## src/rtl/stoch_pkg.sv

```systemverilog
`timescale 1ns/1ps
package stoch_pkg;
  localparam int LFSR_W = 32;
  // feedback taps 32, 22, 2, 1 (maximal length)
  localparam logic [LFSR_W-1:0] LFSR_TAPS = 32'h8020_0003;

  typedef enum logic [1:0] {
    ST_IDLE = 2'd0,
    ST_RUN  = 2'd1,
    ST_DONE = 2'd2
  } run_state_t;

  function automatic logic [LFSR_W-1:0] lfsr_step(input logic [LFSR_W-1:0] s);
    return {s[LFSR_W-2:0], ^(s & LFSR_TAPS)};
  endfunction

  // distinct non-zero seed per generator index
  function automatic logic [LFSR_W-1:0] seed_for(input int idx);
    logic [LFSR_W-1:0] mix;
    mix = LFSR_W'(idx + 1) * 32'h9E37_79B9;
    return mix ^ 32'h5EED_1234;
  endfunction
endpackage

```

## src/rtl/stoch_rate_gen.sv

```systemverilog
`timescale 1ns/1ps
module stoch_rate_gen #(
  parameter int ACC_W = 16
) (
  input  logic             clk,
  input  logic             rst_n,
  input  logic             clear,
  input  logic             run,
  input  logic [ACC_W-1:0] inc,
  output logic             strobe
);
  logic [ACC_W-1:0] acc_q;
  logic [ACC_W:0]   acc_sum;

  assign acc_sum = {1'b0, acc_q} + {1'b0, inc};
  assign strobe  = run & acc_sum[ACC_W];

  always_ff @(posedge clk) begin
    if (!rst_n)     acc_q <= '0;
    else if (clear) acc_q <= '0;
    else if (run)   acc_q <= acc_sum[ACC_W-1:0];
  end
endmodule

```

## src/rtl/stoch_sng.sv

```systemverilog
`timescale 1ns/1ps
module stoch_sng import stoch_pkg::*; #(
  parameter int                OP_W  = 10,
  parameter int                DRAWS = 10,
  parameter logic [LFSR_W-1:0] SEED  = 32'h0000_0001
) (
  input  logic            clk,
  input  logic            rst_n,
  input  logic            reload,
  input  logic            step,
  input  logic [OP_W-1:0] level,
  output logic            bit_o
);
  logic [LFSR_W-1:0] state_q;
  logic [LFSR_W-1:0] state_adv;
  logic [OP_W-1:0]   sample;

  // DRAWS shifts per strobe so every compared bit is fresh
  always_comb begin
    state_adv = state_q;
    for (int k = 0; k < DRAWS; k++) state_adv = lfsr_step(state_adv);
  end

  assign sample = state_adv[LFSR_W-1 -: OP_W];

  always_ff @(posedge clk) begin
    if (!rst_n) begin
      state_q <= SEED;
      bit_o   <= 1'b0;
    end else if (reload) begin
      state_q <= SEED;
      bit_o   <= 1'b0;
    end else if (step) begin
      state_q <= state_adv;
      bit_o   <= (sample < level);
    end
  end
endmodule

```

## src/rtl/stoch_window_cnt.sv

```systemverilog
`timescale 1ns/1ps
module stoch_window_cnt #(
  parameter int CNT_W = 14,
  parameter int OUT_W = 11,
  parameter int SHIFT = 3
) (
  input  logic             clk,
  input  logic             rst_n,
  input  logic             clear,
  input  logic             en,
  input  logic             bit_i,
  output logic [OUT_W-1:0] scaled_o
);
  logic [CNT_W-1:0] count_q;
  logic [CNT_W-1:0] total;

  assign total    = count_q + CNT_W'(bit_i);
  assign scaled_o = OUT_W'(total >> SHIFT);

  always_ff @(posedge clk) begin
    if (!rst_n)     count_q <= '0;
    else if (clear) count_q <= '0;
    else if (en)    count_q <= total;
  end
endmodule

```

## src/rtl/stoch_poly_alu.sv

```systemverilog
`timescale 1ns/1ps
module stoch_poly_alu import stoch_pkg::*; #(
  parameter int OP_W     = 10,
  parameter int ACC_W    = 16,
  parameter int WIN_LOG2 = 13,
  parameter int DRAWS    = 10
) (
  input  logic             clk,
  input  logic             rst_n,
  input  logic             in_valid,
  output logic             in_ready,
  input  logic [OP_W-1:0]  in_opa,
  input  logic [OP_W-1:0]  in_opb,
  input  logic [OP_W-1:0]  in_opc,
  input  logic [OP_W-1:0]  in_opd,
  input  logic [ACC_W-1:0] in_rate_a,
  input  logic [ACC_W-1:0] in_rate_b,
  input  logic [ACC_W-1:0] in_rate_c,
  input  logic [ACC_W-1:0] in_rate_d,
  input  logic [ACC_W-1:0] in_rate_sel,
  output logic             out_valid,
  input  logic             out_ready,
  output logic [OP_W:0]    out_prod,
  output logic [OP_W:0]    out_sum
);
  localparam int NUM_OPS = 4;
  localparam int NUM_GEN = NUM_OPS + 1;
  localparam int SEL_IDX = NUM_OPS;
  localparam int CNT_W   = WIN_LOG2 + 1;
  localparam int RES_W   = OP_W + 1;
  localparam int SHIFT   = WIN_LOG2 - OP_W;
  localparam logic [OP_W-1:0] HALF_LEVEL = OP_W'(1) << (OP_W - 1);

  run_state_t state_q;
  logic [WIN_LOG2-1:0]             win_q;
  logic [NUM_OPS-1:0][OP_W-1:0]    op_q;
  logic [NUM_GEN-1:0][ACC_W-1:0]   rate_q;
  logic [NUM_GEN-1:0][OP_W-1:0]    level_vec;
  logic [NUM_GEN-1:0]              gen_step;
  logic [NUM_GEN-1:0]              gen_bits;
  logic [RES_W-1:0]                prod_scaled, sum_scaled;
  logic [RES_W-1:0]                prod_q, sum_q;
  logic accept, busy, last, prod_bit, sum_bit;

  assign in_ready  = (state_q == ST_IDLE);
  assign out_valid = (state_q == ST_DONE);
  assign accept    = in_valid & in_ready;
  assign busy      = (state_q == ST_RUN);
  assign last      = busy & (win_q == '1);
  assign out_prod  = prod_q;
  assign out_sum   = sum_q;

  always_comb begin
    for (int i = 0; i < NUM_GEN; i++) begin
      level_vec[i] = (i < NUM_OPS) ? op_q[i % NUM_OPS] : HALF_LEVEL;
    end
  end

  for (genvar g = 0; g < NUM_GEN; g++) begin : g_gen
    stoch_rate_gen #(.ACC_W(ACC_W)) u_rate (
      .clk    (clk),
      .rst_n  (rst_n),
      .clear  (accept),
      .run    (busy),
      .inc    (rate_q[g]),
      .strobe (gen_step[g])
    );
    stoch_sng #(.OP_W(OP_W), .DRAWS(DRAWS), .SEED(seed_for(g))) u_sng (
      .clk    (clk),
      .rst_n  (rst_n),
      .reload (accept),
      .step   (gen_step[g]),
      .level  (level_vec[g]),
      .bit_o  (gen_bits[g])
    );
  end

  assign prod_bit = gen_bits[0] & gen_bits[1];
  assign sum_bit  = gen_bits[SEL_IDX] ? gen_bits[3] : gen_bits[2];

  stoch_window_cnt #(.CNT_W(CNT_W), .OUT_W(RES_W), .SHIFT(SHIFT)) u_prod_cnt (
    .clk      (clk),
    .rst_n    (rst_n),
    .clear    (accept),
    .en       (busy),
    .bit_i    (prod_bit),
    .scaled_o (prod_scaled)
  );

  stoch_window_cnt #(.CNT_W(CNT_W), .OUT_W(RES_W), .SHIFT(SHIFT)) u_sum_cnt (
    .clk      (clk),
    .rst_n    (rst_n),
    .clear    (accept),
    .en       (busy),
    .bit_i    (sum_bit),
    .scaled_o (sum_scaled)
  );

  always_ff @(posedge clk) begin
    if (!rst_n) begin
      state_q <= ST_IDLE;
      win_q   <= '0;
      op_q    <= '0;
      rate_q  <= '0;
      prod_q  <= '0;
      sum_q   <= '0;
    end else begin
      case (state_q)
        ST_IDLE: if (accept) begin
          state_q <= ST_RUN;
          win_q   <= '0;
          op_q    <= {in_opd, in_opc, in_opb, in_opa};
          rate_q  <= {in_rate_sel, in_rate_d, in_rate_c, in_rate_b, in_rate_a};
        end
        ST_RUN: begin
          win_q <= win_q + WIN_LOG2'(1);
          if (last) begin
            state_q <= ST_DONE;
            prod_q  <= prod_scaled;
            sum_q   <= sum_scaled;
          end
        end
        ST_DONE: if (out_ready) state_q <= ST_IDLE;
        default: state_q <= ST_IDLE;
      endcase
    end
  end
endmodule

```

## config.mk

```make
export PLATFORM = sky130hd
export DESIGN_NAME = stoch_poly_alu
export DESIGN_NICKNAME = d
export VERILOG_FILES = /design/src/rtl/stoch_pkg.sv /design/src/rtl/stoch_rate_gen.sv /design/src/rtl/stoch_sng.sv /design/src/rtl/stoch_window_cnt.sv /design/src/rtl/stoch_poly_alu.sv
export SDC_FILE = /design/constraint.sdc
export NUM_CORES = 1
export LEC_CHECK = 0
export BUFFER_PORTS_ARGS = -buffer_cell sky130_fd_sc_hd__buf_2
export CORE_MARGIN = 2
export CORE_UTILIZATION = 45
export CTS_CLUSTER_DIAMETER = 80
export CTS_CLUSTER_SIZE = 40
export DETAILED_ROUTE_END_ITERATION = 10
export GPL_ROUTABILITY_DRIVEN = 0
export SYNTH_ARGS = -nofsm -noshare
export SYNTH_HDL_FRONTEND = slang
export SYNTH_SLANG_ARGS = --single-unit
```

## constraint.sdc

```tcl
create_clock -name clk -period 5.4 [get_ports clk]
set_clock_uncertainty 0.1 [all_clocks]
set_input_delay 0.54 -clock clk [delete_from_list [all_inputs] [get_ports clk]]
set_output_delay 0.54 -clock clk [all_outputs]
set_load 0.01 [all_outputs]
```

; Word level (Yosys, flattened, before mapping)
; Cells that the tools add are included.
[word_totals]
memories = 0
mem_bits_ro = 0
wordCells = 122
latch_bits = 0
ram_bits = 0
in_bits = 124
output_inout_bits = 24
ff_bits = 430
[classes]
mux = 7
n_shift = 0
n_lt_le_gt_ge = 5
n_mul = 0
div = 0
reduce_logical = 57
bitwise_logic = 9
n_addsub = 8
eq_ne = 6
[ops]
columns = operator, count
row1 = $reduce_xor 32->1, 50
row2 = $add 16x16->17, 5
row3 = $lt 10x10->1, 4
row4 = $add 14x1->14, 2
row5 = $pmux 13 s2, 1
row6 = $add 13x1->13 const B, 1
row7 = $eq 13x13->1 const B, 1
row8 = $mux 13, 1
row9 = $lt 10x10->1 const B, 1
row10 = $and 1x1->1, 8
row11 = $mux 2, 3
row12 = $ne 2x1->1 const B, 3
row13 = $pmux 2 s3, 1
row14 = $reduce_and 2->1, 3
row15 = $reduce_and 3->1, 1
row16 = $eq 2x1->1 const B, 1
row17 = $eq 2x2->1 const B, 1
row18 = $logic_not 2->1, 1
row19 = $reduce_bool 2->1, 1
row20 = $reduce_or 2->1, 1
row21 = $mux 1, 1
row22 = $not 1->1, 1

; Depth between registers and ports, before layout
; Gate-level depths: netlist of run 1.
[depth]
depth_word = 10
depth_mapped = 13

; Cells and area by module
; Synthesis of run 1 repeated with hierarchy kept, for this count alone.
[hier_totals]
cells_unflattened = 2612
hier_area_um2 = 23125.9
[modules_own_cells]
columns = module, cells_per_inst, n_inst, area_per_inst_um2, seq_area_each_um2
row1 = stoch_poly_alu, 718, 1, 5793.1, 3143.0
row2 = stoch_rate_gen at g_gen[0].u_rate ..., 154, 3, 1350.0, 320.3
row3 = stoch_sng at g_gen[3].u_sng, 168, 1, 1704.1, 660.6
row4 = stoch_sng at g_gen[2].u_sng, 171, 1, 1695.4, 660.6
row5 = stoch_sng at g_gen[0].u_sng, 170, 1, 1684.1, 660.6
row6 = stoch_sng at g_gen[1].u_sng, 171, 1, 1672.9, 660.6
row7 = stoch_sng at g_gen[4].u_sng, 171, 1, 1664.1, 660.6
row8 = stoch_rate_gen at g_gen[1].u_rate, 178, 1, 1460.2, 320.3
row9 = stoch_rate_gen at g_gen[2].u_rate, 169, 1, 1443.9, 320.3
row10 = stoch_window_cnt at u_sum_cnt, 125, 1, 1036.0, 280.3
row11 = stoch_window_cnt at u_prod_cnt, 109, 1, 922.1, 280.3

; Worst setup path before layout of run 1
; OpenSTA, ideal clock, no wires.
[synth_path]
path_type = reg2reg
startpoint = register g_gen[3].u_rate.acc_q[0]
endpoint = register g_gen[3].u_sng.state_q[4]
arrival_time_ns = 2.388
stages_incl_launch_ff = 14
setup_ns = 0.129
setup_slack_ns = 2.782
t_required_ns = 5.171
n_path_buf = 2
cell_sequence = dfxtp_1 > ha_1 > inv_1 > fa_1 > nor2b_4 > o21a_1 > o311ai_1 > nor3b_2 > a31o_2 > a21oi_2 > buf_6 > buf_6 > mux2i_1 > nand2_1
[synth_via]
elab_chain_len = 2
[synth_rtl]
columns = element, line_no
row1 = start: declaration, stoch_rate_gen.sv:12  ; logic [ACC_W-1:0] acc_q;
row2 = start signal: assignment, stoch_rate_gen.sv:21  ; else if (run) acc_q <= acc_sum[ACC_W-1:0];
row3 = $add 16x16->17, stoch_rate_gen.sv:15  ; assign acc_sum = {1'b0, acc_q} + {1'b0, inc};
row4 = $and 1x1->1, stoch_rate_gen.sv:16  ; assign strobe = run & acc_sum[ACC_W];
row5 = end signal: assignment, stoch_sng.sv:34  ; state_q <= state_adv;
row6 = end: declaration, stoch_sng.sv:14  ; logic [LFSR_W-1:0] state_q;
; Every way passes these cells.
; A chain may end at the register's enable or synchronous reset.

; Worst setup path after layout of run 1
[layout_path]
startpoint = register g_gen[2].u_rate.acc_q[0]
endpoint = register g_gen[2].u_sng.state_q[22]
[layout_via]
elab_chain_len = 2
[layout_rtl]
columns = element, line_no
row1 = start: declaration, stoch_rate_gen.sv:12
row2 = start signal: assignment, stoch_rate_gen.sv:21
row3 = $add 16x16->17, stoch_rate_gen.sv:15
row4 = $and 1x1->1, stoch_rate_gen.sv:16
row5 = end signal: assignment, stoch_sng.sv:34
row6 = end: declaration, stoch_sng.sv:14
; Every way passes these cells.

==> results of run 1 <==
-- final cells by class --
type                    count  area, µm²  area share, %
clock buffers              28      700.7          2.945
clock inverters            24      374.1          1.572
inverters                  76      285.3          1.199
multi-input cells        1828      12190          51.24
flip-flops and latches    430       8608          36.18
well taps                 615      769.5          3.234
repair buffers            162      863.3          3.628
-- synth_stat cells, types with 19 or more instances --
master | n | area, µm²
sky130_fd_sc_hd__nand2_1 | 478 | 1794
sky130_fd_sc_hd__dfxtp_1 | 430 | 8608
sky130_fd_sc_hd__nor2_1 | 177 | 664.4
sky130_fd_sc_hd__mux2i_1 | 124 | 1241
sky130_fd_sc_hd__a21boi_0 | 123 | 923.4
sky130_fd_sc_hd__ha_1 | 121 | 1514
sky130_fd_sc_hd__a21oi_1 | 118 | 590.6
sky130_fd_sc_hd__xnor2_1 | 113 | 989.7
sky130_fd_sc_hd__clkbuf_1 | 99 | 371.6
sky130_fd_sc_hd__xor2_1 | 90 | 788.3
sky130_fd_sc_hd__inv_1 | 76 | 285.3
sky130_fd_sc_hd__nand3_1 | 57 | 285.3
sky130_fd_sc_hd__o21ai_0 | 57 | 285.3
sky130_fd_sc_hd__a21o_1 | 35 | 262.8
sky130_fd_sc_hd__a211oi_1 | 25 | 187.7
sky130_fd_sc_hd__o211a_1 | 24 | 240.2
sky130_fd_sc_hd__o21a_1 | 22 | 165.2
sky130_fd_sc_hd__xnor2_2 | 22 | 357.8
sky130_fd_sc_hd__o21ai_1 | 20 | 100.1
sky130_fd_sc_hd__o211ai_1 | 19 | 142.6
-- layout by cell type, fill, tap and decap left out, drive strengths merged, types with 16 or more instances in the layout --
master / count
dfxtp: 430
xor2: 91
o211a: 24
xnor2: 136
nand4: 16
buf: 162
a211oi: 26
a21o: 35
ha: 121
nor2: 177
inv: 89
a21oi: 119
o21ai: 79
a31oi: 18
nand2: 478
nand3: 57
nand2b: 18
mux2i: 124
a21boi: 123
clkbuf: 28
o21a: 22
o211ai: 19
-- power by group through the flow --
stage | Combinational, mW | Clock, mW | Sequential [mW]
after floorplan | 0.344 | 0 | 3.34
after global placement | 0.482 | 0 | 3.36
after detailed placement | 0.493 | 0 | 3.36
after CTS | 0.496 | 2.60 | 3.29
after global routing | 0.555 | 2.72 | 3.29
final | 0.487 | 2.51 | 3.28
-- cell families (layout without fill, tap and decap cells) --
logic type / after synthesis / in the layout / synth area share, %
buffers and inverters: 204 / 290 / 3.995
xor gates and xnor gates: 227 / 227 / 10.09
and+or+nand+nor: 837 / 837 / 16.43
muxes: 126 / 126 / 5.847
AOI/OAI and AO/OA: 512 / 512 / 16.34
DFF: 430 / 430 / 39.83
adders and majority gates: 126 / 126 / 7.468
-- metrics by stage --
step,util (%),total power [mW]
after detailed placement,47.78,3.852
after CTS,50.04,6.386
after floorplan,-,3.686
after global placement,47.78,3.839
after global routing,50.04,6.565
final,50.04,6.282
-- worst register-to-register path, delay by kind of cell, from the launching register on --
kind / cells / cell delay (ps)
buf+inv: 2 / 470
fa+ha+maj: 2 / 390
compound gates: 4 / 1630
simple gates: 2 / 140
flops: 1 / 330
mux: 1 / 220
-- registers in the layout, summed over array words and instances, names as in the netlist --
| register | flops |
|---|---|
| state_q | 2 |
| out_sum | 11 |
| level_vec | 40 |
| u_prod_cnt.count_q | 14 |
| g_gen.u_sng.state_q | 160 |
| u_sum_cnt.count_q | 14 |
| g_gen.u_sng.bit_o | 5 |
| g_gen.u_rate.acc_q | 80 |
| out_prod | 11 |
| win_q | 13 |
| rate_q | 80 |
-- metal layers --
| layer | global-route usage [%] | up-vias |
|---|---|---|
| li1 | - | 8518 |
| met1 | 23.32 | 7674 |
| met2 | 32.61 | 172 |
| met3 | 1.896 | 50 |
| met4 | 4.222 | 0 |
| met5 | 0 | - |
-- worst max-delay path by stage --
stage / from / endpoint / slack, ps / cells past startpoint
detailed placement: g_gen[2].u_rate.acc_q[0] / g_gen[2].u_sng.state_q[22] / 2010 / 11
global route: g_gen[2].u_rate.acc_q[0] / g_gen[2].u_sng.state_q[22] / 1720 / 11
floorplan: g_gen[3].u_rate.acc_q[0] / g_gen[3].u_sng.state_q[4] / 2780 / 13
finish: g_gen[2].u_rate.acc_q[0] / g_gen[2].u_sng.state_q[22] / 2000 / 11
CTS: g_gen[2].u_rate.acc_q[0] / g_gen[2].u_sng.state_q[11] / 1970 / 11
global placement: g_gen[2].u_rate.acc_q[0] / g_gen[2].u_sng.state_q[13] / 2060 / 11
==> out/results.env, run 1 <==
STATUS='finished, final reports clean'
CORE_REGION_AREA_UM2=47550
CP-END-KIND='flip-flop'
DESIGN.DIE.AREA_UM2=49800
POSTLAYOUTCELLAREA_UM2=23790
SLEW_HEADROOM_PCT=32.07
FILLERS=4445
GRT_PASS1_VIAS=15940
AVGSYNTHCELLAREA_UM2=8.778
FINAL_WL_UM=45480
HOLD_PATH_DEPTH=3
CLOCK_PATH_BUFFERS=3
SW_FRAC_OF_TOTAL_PCT=27.05
TRITONCTS='built'
NUM_VIAS=16410
SEQPWRFRAC_PCT=52.3
HOLDCRITPATHCLASS='in -> reg'
OVERFLOW=0
REGTOREGSETUPSLACK_PS=2000
TOP_LAYER_USED='met4'
PLACEMENT.IO_BUFFERS=147
ACCUMULATED_NEGATIVE_SETUP_SLACK_PS=0
GRT_PASS1_WL_UM=76510
WORST_IR_DROP_ON_VDD_mV=0.2253
HOLD_EP='level_vec[12]'
ESTIMATED_WIRELENGTH_OF_THE_DETAIL_PLACED_DESIGN_UM=31160
FINAL-INSTANCE-COUNT-EXCL-FILL=3163
INITIAL_CORE_UTIL_PCT=45.46
CRITPATHMAXSTAGEDELAY_PS=820
SHARE_COMB_OF_TOTAL_POWER_PCT=7.8
POST_ROUTE_ANTENNA_NET_VIOLATION_COUNT=0
REQUIRED_PS=5780
TIMING.FINAL.CRIT_PERIOD_PS=3402
CRIT-REG2REG-LAUNCH='g_gen[2].u_rate.acc_q[0]'
TIMING.CRITICAL_PATH.ARRIVAL_PS=3780
NUM_IO_PINS=148
WORSTREGTOREGCELLS=11
VIA_PER_INST=5.189
WHS_PS=71.34
POST_CTS_RESIZE_COUNT=0
LAYOUT_WORST_PATH_CYCLE_SHARE_PCT=63.00
WL_MET1_UM=21600
GRTUSAGETOTAL_PCT=18.13
SYNTH_SEQ_AREA_SHARE_PCT=39.83
TIMING.FINAL.HOLD_VIOLATIONS=0
FLOORPLAN.DIE.HEIGHT_UM=223.2
ROUTED-WL-MET2_UM=21930
CLOCK_LATENCY_ON_THE_WORST_SKEW_PAIR_PS=600
SYNTH_FLOP_CELL='sky130_fd_sc_hd__dfxtp_1'
CLOCK_INPUT_TRANSITION_AT_THE_SEQUENTIAL_CELLS_OF_THE_WORST_SETUP_AND_HOLD_PATHS_PS=120
CP_NUM_BUF_INV=2
P_PER_AREA_nW_PER_UM2=264.0
NUMBER_OF_ANTENNA_REPAIR_DIODES=0
GRT_START_MAX_NET_PINS=96
YOSYSUNIQUECELLTYPES=68
SYNTH-EDFF-COUNT=0
DRT-PASS1-ITER-COUNT=5
DRT_ITER0_MARKERS=819
CRITICALPATHCATEGORY='reg -> reg'
PRECTSSETUPSLACK_PS=2005
POWER.SWITCHING_mW=1.699
CLOCK_SINKS=430
INTERNAL-POWER_mW=4.583
REPORT.FINAL.SLEW_VIOL_COUNT=0
FP-ROW-COUNT=80
DIE-WIDTH_UM=223.2
CLOCK_TREE.HTREE_LEVEL_COUNT=1
SYNTH.CELL_AREA_UM2=21610
RSZ0062_AT_GRT='no'
DPL.CELL_COUNT=3111
POWER.LEAKAGE_nW=9.948
POSTCTSHOLDBUFS=0
ASYNCSETRESETFLOPFRACSYNTH_PCT=0
SHARE_OF_FINAL_LAYOUT_STANDARD_CELLS_STRONGER_THAN_DRIVE_STRENGTH_1_PCT=10.60
WORST-PATH-MAX-FANOUT=30
PATH_DELAY_FAMILY='compound AO/OA/AOI/OAI gates'
POST-CTS-SETUP-BUFFERS=0
SYNTHCELLS=2462
NUMBER_OF_NETS_IN_THE_FINAL_LAYOUT=2776
YS_SEQ_ELEMENTS=430
TIMING.HOLD.WORST.START='in_opb[2]'
WORST_PATH_MOST_REPEATED_CELL='sky130_fd_sc_hd__o21a_1'
CAP_VIOLATIONS=0
SLOWEST_STAGE='sky130_fd_sc_hd__o21ai_4'
MAX_FREQ_MHz=294.0
CTS_ROOT_BUF='sky130_fd_sc_hd__clkbuf_16'
WORSTMARGINPINSLEW_PS=1015
PLACEMENT.CELL_AREA_UM2=22720
WIRE_PER_INST_UM=14.38
SYNTH_FP_NETS=2712
REGTOREGENDPOINT='g_gen[2].u_sng.state_q[22]'
SETUP_VIOLATION_TOTAL_IN_THE_FINAL_TIMING_REPORT=0
CRITICAL_PATH.CELL_CHAIN='ha_1 -> inv_1 -> fa_1 -> nor2b_1 -> o21a_1 -> o21a_1 -> o41a_1 -> o21ai_4 -> buf_4 -> mux2i_1 -> nand2_1'
CLOCKPOWERSHARE_PCT=40.0
FLOW.AREA_GROWTH_FROM_SYNTHESIS_PCT=10.10
DETAIL_ROUTE.DRC_VIOLATIONS=0
CLOCK_BUFFERS_CREATED_BY_TRITONCTS=28
DR_WL_MET3_UM=1180
GRT_ANTENNA_BEFORE_REPAIR=0
WORST_SLACK_PS=1998
WORST_SETUP_PATH_START_KIND='flip-flop'
SYNTH-WARNING-COUNT=0
No activity file was read; power rests on OpenSTA's default activity.
==> inputs of run 2 (changes only) <==
Settings changed: ABC_AREA from default to 1.
Clock period 5.4 ns to 3.3 ns, I/O delays scaled along.
==> run 2 against run 1 <==
Clock power up 71%. Register-to-register slack got worse by 1500 ps. Via count grew 21%. Setup slack got worse by 1500 ps. Utilization rose by 2.7 points. First-iteration DRC count increased by 23%. Maximum frequency rose by 23%. Die area rose by 4.0%. Worst hold slack lost 15 ps. Sequential cell count unchanged. Critical endpoint is now g_gen[2].u_sng.state_q[5]. Largest power group unchanged.
==> out/results.env, run 2 <==
WORST_SETUP_PATH_START_KIND='flip-flop'
CLOCK_PATH_BUFFERS=3  # unchanged
FINAL_WL_UM=53290  # +17%
REPORT.FINAL.SLEW_VIOL_COUNT=0  # unchanged
FILLERS=4715  # +6.1%
CELL_TAKING_THE_MOST_AREA_AFTER_SYNTHESIS='sky130_fd_sc_hd__dfxtp_1'
WORSTMARGINPINSLEW_PS=912.9  # -102.2 ps
LAYOUT_WORST_PATH_CYCLE_SHARE_PCT=83.99  # +21 points
FLOW.AREA_GROWTH_FROM_SYNTHESIS_PCT=15.17
DRT-PASS1-ITER-COUNT=5  # unchanged
LARGEST_REGISTER_FFS=160  # unchanged
INTERNAL-POWER_mW=7.986  # +74%
SHARE_COMB_OF_TOTAL_POWER_PCT=13.5  # +5.7 points
MAX_FLOP_REGISTER='g_gen.u_sng.state_q'
CLOCK_SINKS=430  # unchanged
UTILIZATION_PCT=52.72  # +2.7 points
FP-ROW-COUNT=81  # +1.3%
RSZ0062_AT_GRT='no'
NUM_VIAS=19820  # +21%
GRTUSAGETOTAL_PCT=20.98  # +2.8 points
CORE_REGION_AREA_UM2=49150  # +3.4%
GRT_ANTENNA_BEFORE_REPAIR=0  # unchanged
SLOWEST_STAGE='sky130_fd_sc_hd__fa_1'
AVGSYNTHCELLAREA_UM2=7.233  # -18%
PLACEMENT.IO_BUFFERS=147  # unchanged
SW_FRAC_OF_TOTAL_PCT=29.54  # +2.5 points
SEQPWRFRAC_PCT=48.6  # -3.7 points
CLOCK_LATENCY_ON_THE_WORST_SKEW_PAIR_PS=610  # about the same
FLOORPLAN.DIE.HEIGHT_UM=227.6  # +2.0%
ACCUMULATED_NEGATIVE_SETUP_SLACK_PS=0  # unchanged
INITIAL_CORE_UTIL_PCT=45.78  # +0.32 points
TIMING.FINAL.HOLD_VIOLATIONS=0  # unchanged
CAP_VIOLATIONS=0  # unchanged
ASYNCSETRESETFLOPFRACSYNTH_PCT=0  # unchanged
SYNTH_FP_NETS=3361  # +24%
CLOCK_INPUT_TRANSITION_AT_THE_SEQUENTIAL_CELLS_OF_THE_WORST_SETUP_AND_HOLD_PATHS_PS=90  # -30 ps
SHARE_OF_FINAL_LAYOUT_STANDARD_CELLS_STRONGER_THAN_DRIVE_STRENGTH_1_PCT=8.850  # -1.7 points
TRITONCTS='built'
NETLIST_TOP_CELLS_AREA='sky130_fd_sc_hd__dfxtp_1, sky130_fd_sc_hd__nand2_1, sky130_fd_sc_hd__nor2_1, sky130_fd_sc_hd__o21ai_0, sky130_fd_sc_hd__ha_1'
TIMING.CRITICAL_PATH.ARRIVAL_PS=3170  # -610 ps
WIRE_PER_INST_UM=13.37  # -7.0%
CLOCK_TREE.HTREE_LEVEL_COUNT=1  # unchanged
NUM_IO_PINS=148  # unchanged
TIMING.FINAL.CRIT_PERIOD_PS=2772  # -630.1 ps
OVERFLOW=0  # unchanged
SYNTH-WARNING-COUNT=0  # unchanged
WORST_IR_DROP_ON_VDD_mV=0.3977  # +76%
GRT_PASS1_VIAS=19460  # +22%
YOSYSUNIQUECELLTYPES=57  # -16%
HOLDCRITPATHCLASS='in -> reg'
CRITICALPATHCATEGORY='reg -> reg'
SYNTH-EDFF-COUNT=0  # unchanged
CTS_ROOT_BUF='sky130_fd_sc_hd__clkbuf_16'
CP-END-KIND='flip-flop'
SYNTH_FLOP_CELL='sky130_fd_sc_hd__dfxtp_1'
DRT_ITER0_MARKERS=1005  # +23%
CRITPATHMAXSTAGEDELAY_PS=400  # -420 ps
NUMBER_OF_ANTENNA_REPAIR_DIODES=0  # unchanged
SLEW_HEADROOM_PCT=39.14  # +7.1 points
POST_ROUTE_ANTENNA_NET_VIOLATION_COUNT=0  # unchanged
LARGEST_REGISTERS_IN_THE_FINAL_LAYOUT='g_gen.u_sng.state_q (160), g_gen.u_rate.acc_q (80), rate_q (80)'
DESIGN.DIE.AREA_UM2=51810  # +4.0%
POWER.SWITCHING_mW=3.348  # +97%
GRT_PASS1_WL_UM=91410  # +19%
P_PER_AREA_nW_PER_UM2=437.3  # +66%
WORST-PATH-MAX-FANOUT=37  # +23%
LAYOUT.CELLS.MOST_COMMON='sky130_fd_sc_hd__nand2_1'
LAYOUT.CELLS.MOST_COMMON_LIST='sky130_fd_sc_hd__nand2_1, sky130_fd_sc_hd__nor2_1, sky130_fd_sc_hd__dfxtp_1'
MAX_FREQ_MHz=360.8  # +23%
SETUP_VIOLATION_TOTAL_IN_THE_FINAL_TIMING_REPORT=0  # unchanged
DETAIL_ROUTE.DRC_VIOLATIONS=0  # unchanged
CLOCKPOWERSHARE_PCT=37.9  # -2.1 points
SYNTH_TOP_CELLS_BY_COUNT='sky130_fd_sc_hd__nand2_1, sky130_fd_sc_hd__nor2_1, sky130_fd_sc_hd__dfxtp_1'
YS_SEQ_ELEMENTS=430  # unchanged
REQUIRED_PS=3700  # -2080 ps
POWER.LEAKAGE_nW=11.97  # +20%
CRITICAL_PATH.CELL_CHAIN='ha_1 -> inv_1 -> fa_1 -> o21ai_2 -> a21boi_2 -> o21ai_2 -> nand2_1 -> nand2_2 -> nand2_4 -> inv_4 -> nand3_1 -> nand2_1 -> inv_1'
STATUS='finished, final reports clean'
YOSYS.CELL_COUNT.TOP_TYPE='sky130_fd_sc_hd__nand2_1'
ESTIMATED_WIRELENGTH_OF_THE_DETAIL_PLACED_DESIGN_UM=35600  # +14%
NUMBER_OF_NETS_IN_THE_FINAL_LAYOUT=3548  # +28%
SYNTH_SEQ_AREA_SHARE_PCT=38.26  # -1.6 points
SYNTHCELLS=3111  # +26%
SYNTH_LARGEST_TYPE_AREA_FRACTION_PCT=38.26  # -1.6 points
CLOCK_BUFFERS_CREATED_BY_TRITONCTS=31  # +11%
SYNTH.CELL_AREA_UM2=22500  # +4.1%
GRT_START_MAX_NET_PINS=169  # +76%
DIE-WIDTH_UM=227.6  # +2.0%
VIA_PER_INST=4.971  # -4.2%
==> run 2: metal layers <==
layer / global-route usage (%) / routed length [µm]
met5: 0 / 0
met4: 4.322 / 1041
met3: 2.147 / 1252
met2: 38.04 / 25710
met1: 26.94 / 25290
==> run 2: final timing paths <==
kind	to	cells after the start	startpoint	slack, ps
worst max register to register	g_gen[2].u_sng.state_q[5]	13	g_gen[2].u_rate.acc_q[0]	530
worst min-delay path	rate_q[15]	3	in_rate_a[15]	60
worst min register to register	g_gen[3].u_sng.state_q[15]	2	g_gen[3].u_sng.state_q[5]	360
worst max-delay path	g_gen[2].u_sng.state_q[5]	13	g_gen[2].u_rate.acc_q[0]	530
==> run 2: layout make-up <==
| class | instances | area, µm² | share of cell area, % |
|---|---|---|---|
| clock buffer | 31 | 775.7 | 2.993 |
| clock inverter | 26 | 367.9 | 1.419 |
| inverter | 326 | 1229 | 4.741 |
| multi-input combinational | 2223 | 11980 | 46.21 |
| sequential | 430 | 8608 | 33.22 |
| tap | 664 | 830.8 | 3.206 |
| timing repair buffer | 286 | 2127 | 8.208 |
==> run 2: worst max-delay path: cells and delay by family, from the launching register on <==
kind                       cells  cell delay, ps
and+or+nand+nor                5             680
adders and majority gates      2             570
AOI/OAI and AO/OA              3             530
buffers and inverters          3             420
DFF                            1             340
==> run 2: cell families (layout without fill, tap and decap cells) <==
family,Yosys count,after routing,share of synthesized area [%]
multiplexers,1,1,0.05004
adder cells (fa/ha/maj),126,126,7.173
buffers and inverters,458,669,8.563
flip-flops,430,430,38.26
XOR/XNOR,158,158,6.484
AO/OA/AOI/OAI,664,664,16.11
AND/OR/NAND/NOR,1274,1274,23.36
==> run 2: power by group through the flow <==
stage	Sequential, mW	Combinational, mW	Clock, mW
after detailed placement	5.63	1.42	0
after floorplan	5.59	1.06	0
after global routing	5.54	1.76	4.64
after global placement	5.63	1.39	0
final	5.51	1.53	4.30
after CTS	5.51	1.54	4.45
==> run 2: timing repair <==
action / in CTS / in global routing
hold buffers: 118 / 0
hold endpoints to repair: 118 / 0
resized for setup: 0 / 0
setup buffers: 0 / 0
==> run 2: stage by stage <==
step	worst slack (ps)	cell area [µm²]	total power [mW]	hold slack, ps	instances
after global placement	587.4	23590	7.016	335.7	3811
final	528.3	25910	11.33	56.64	3986
after floorplan	1095	22500	6.651	323.6	3111
after CTS	498.8	25910	11.49	37.95	3986
after detailed placement	540.3	23590	7.052	342.1	3811
after global routing	217.5	25910	11.94	63.96	3986
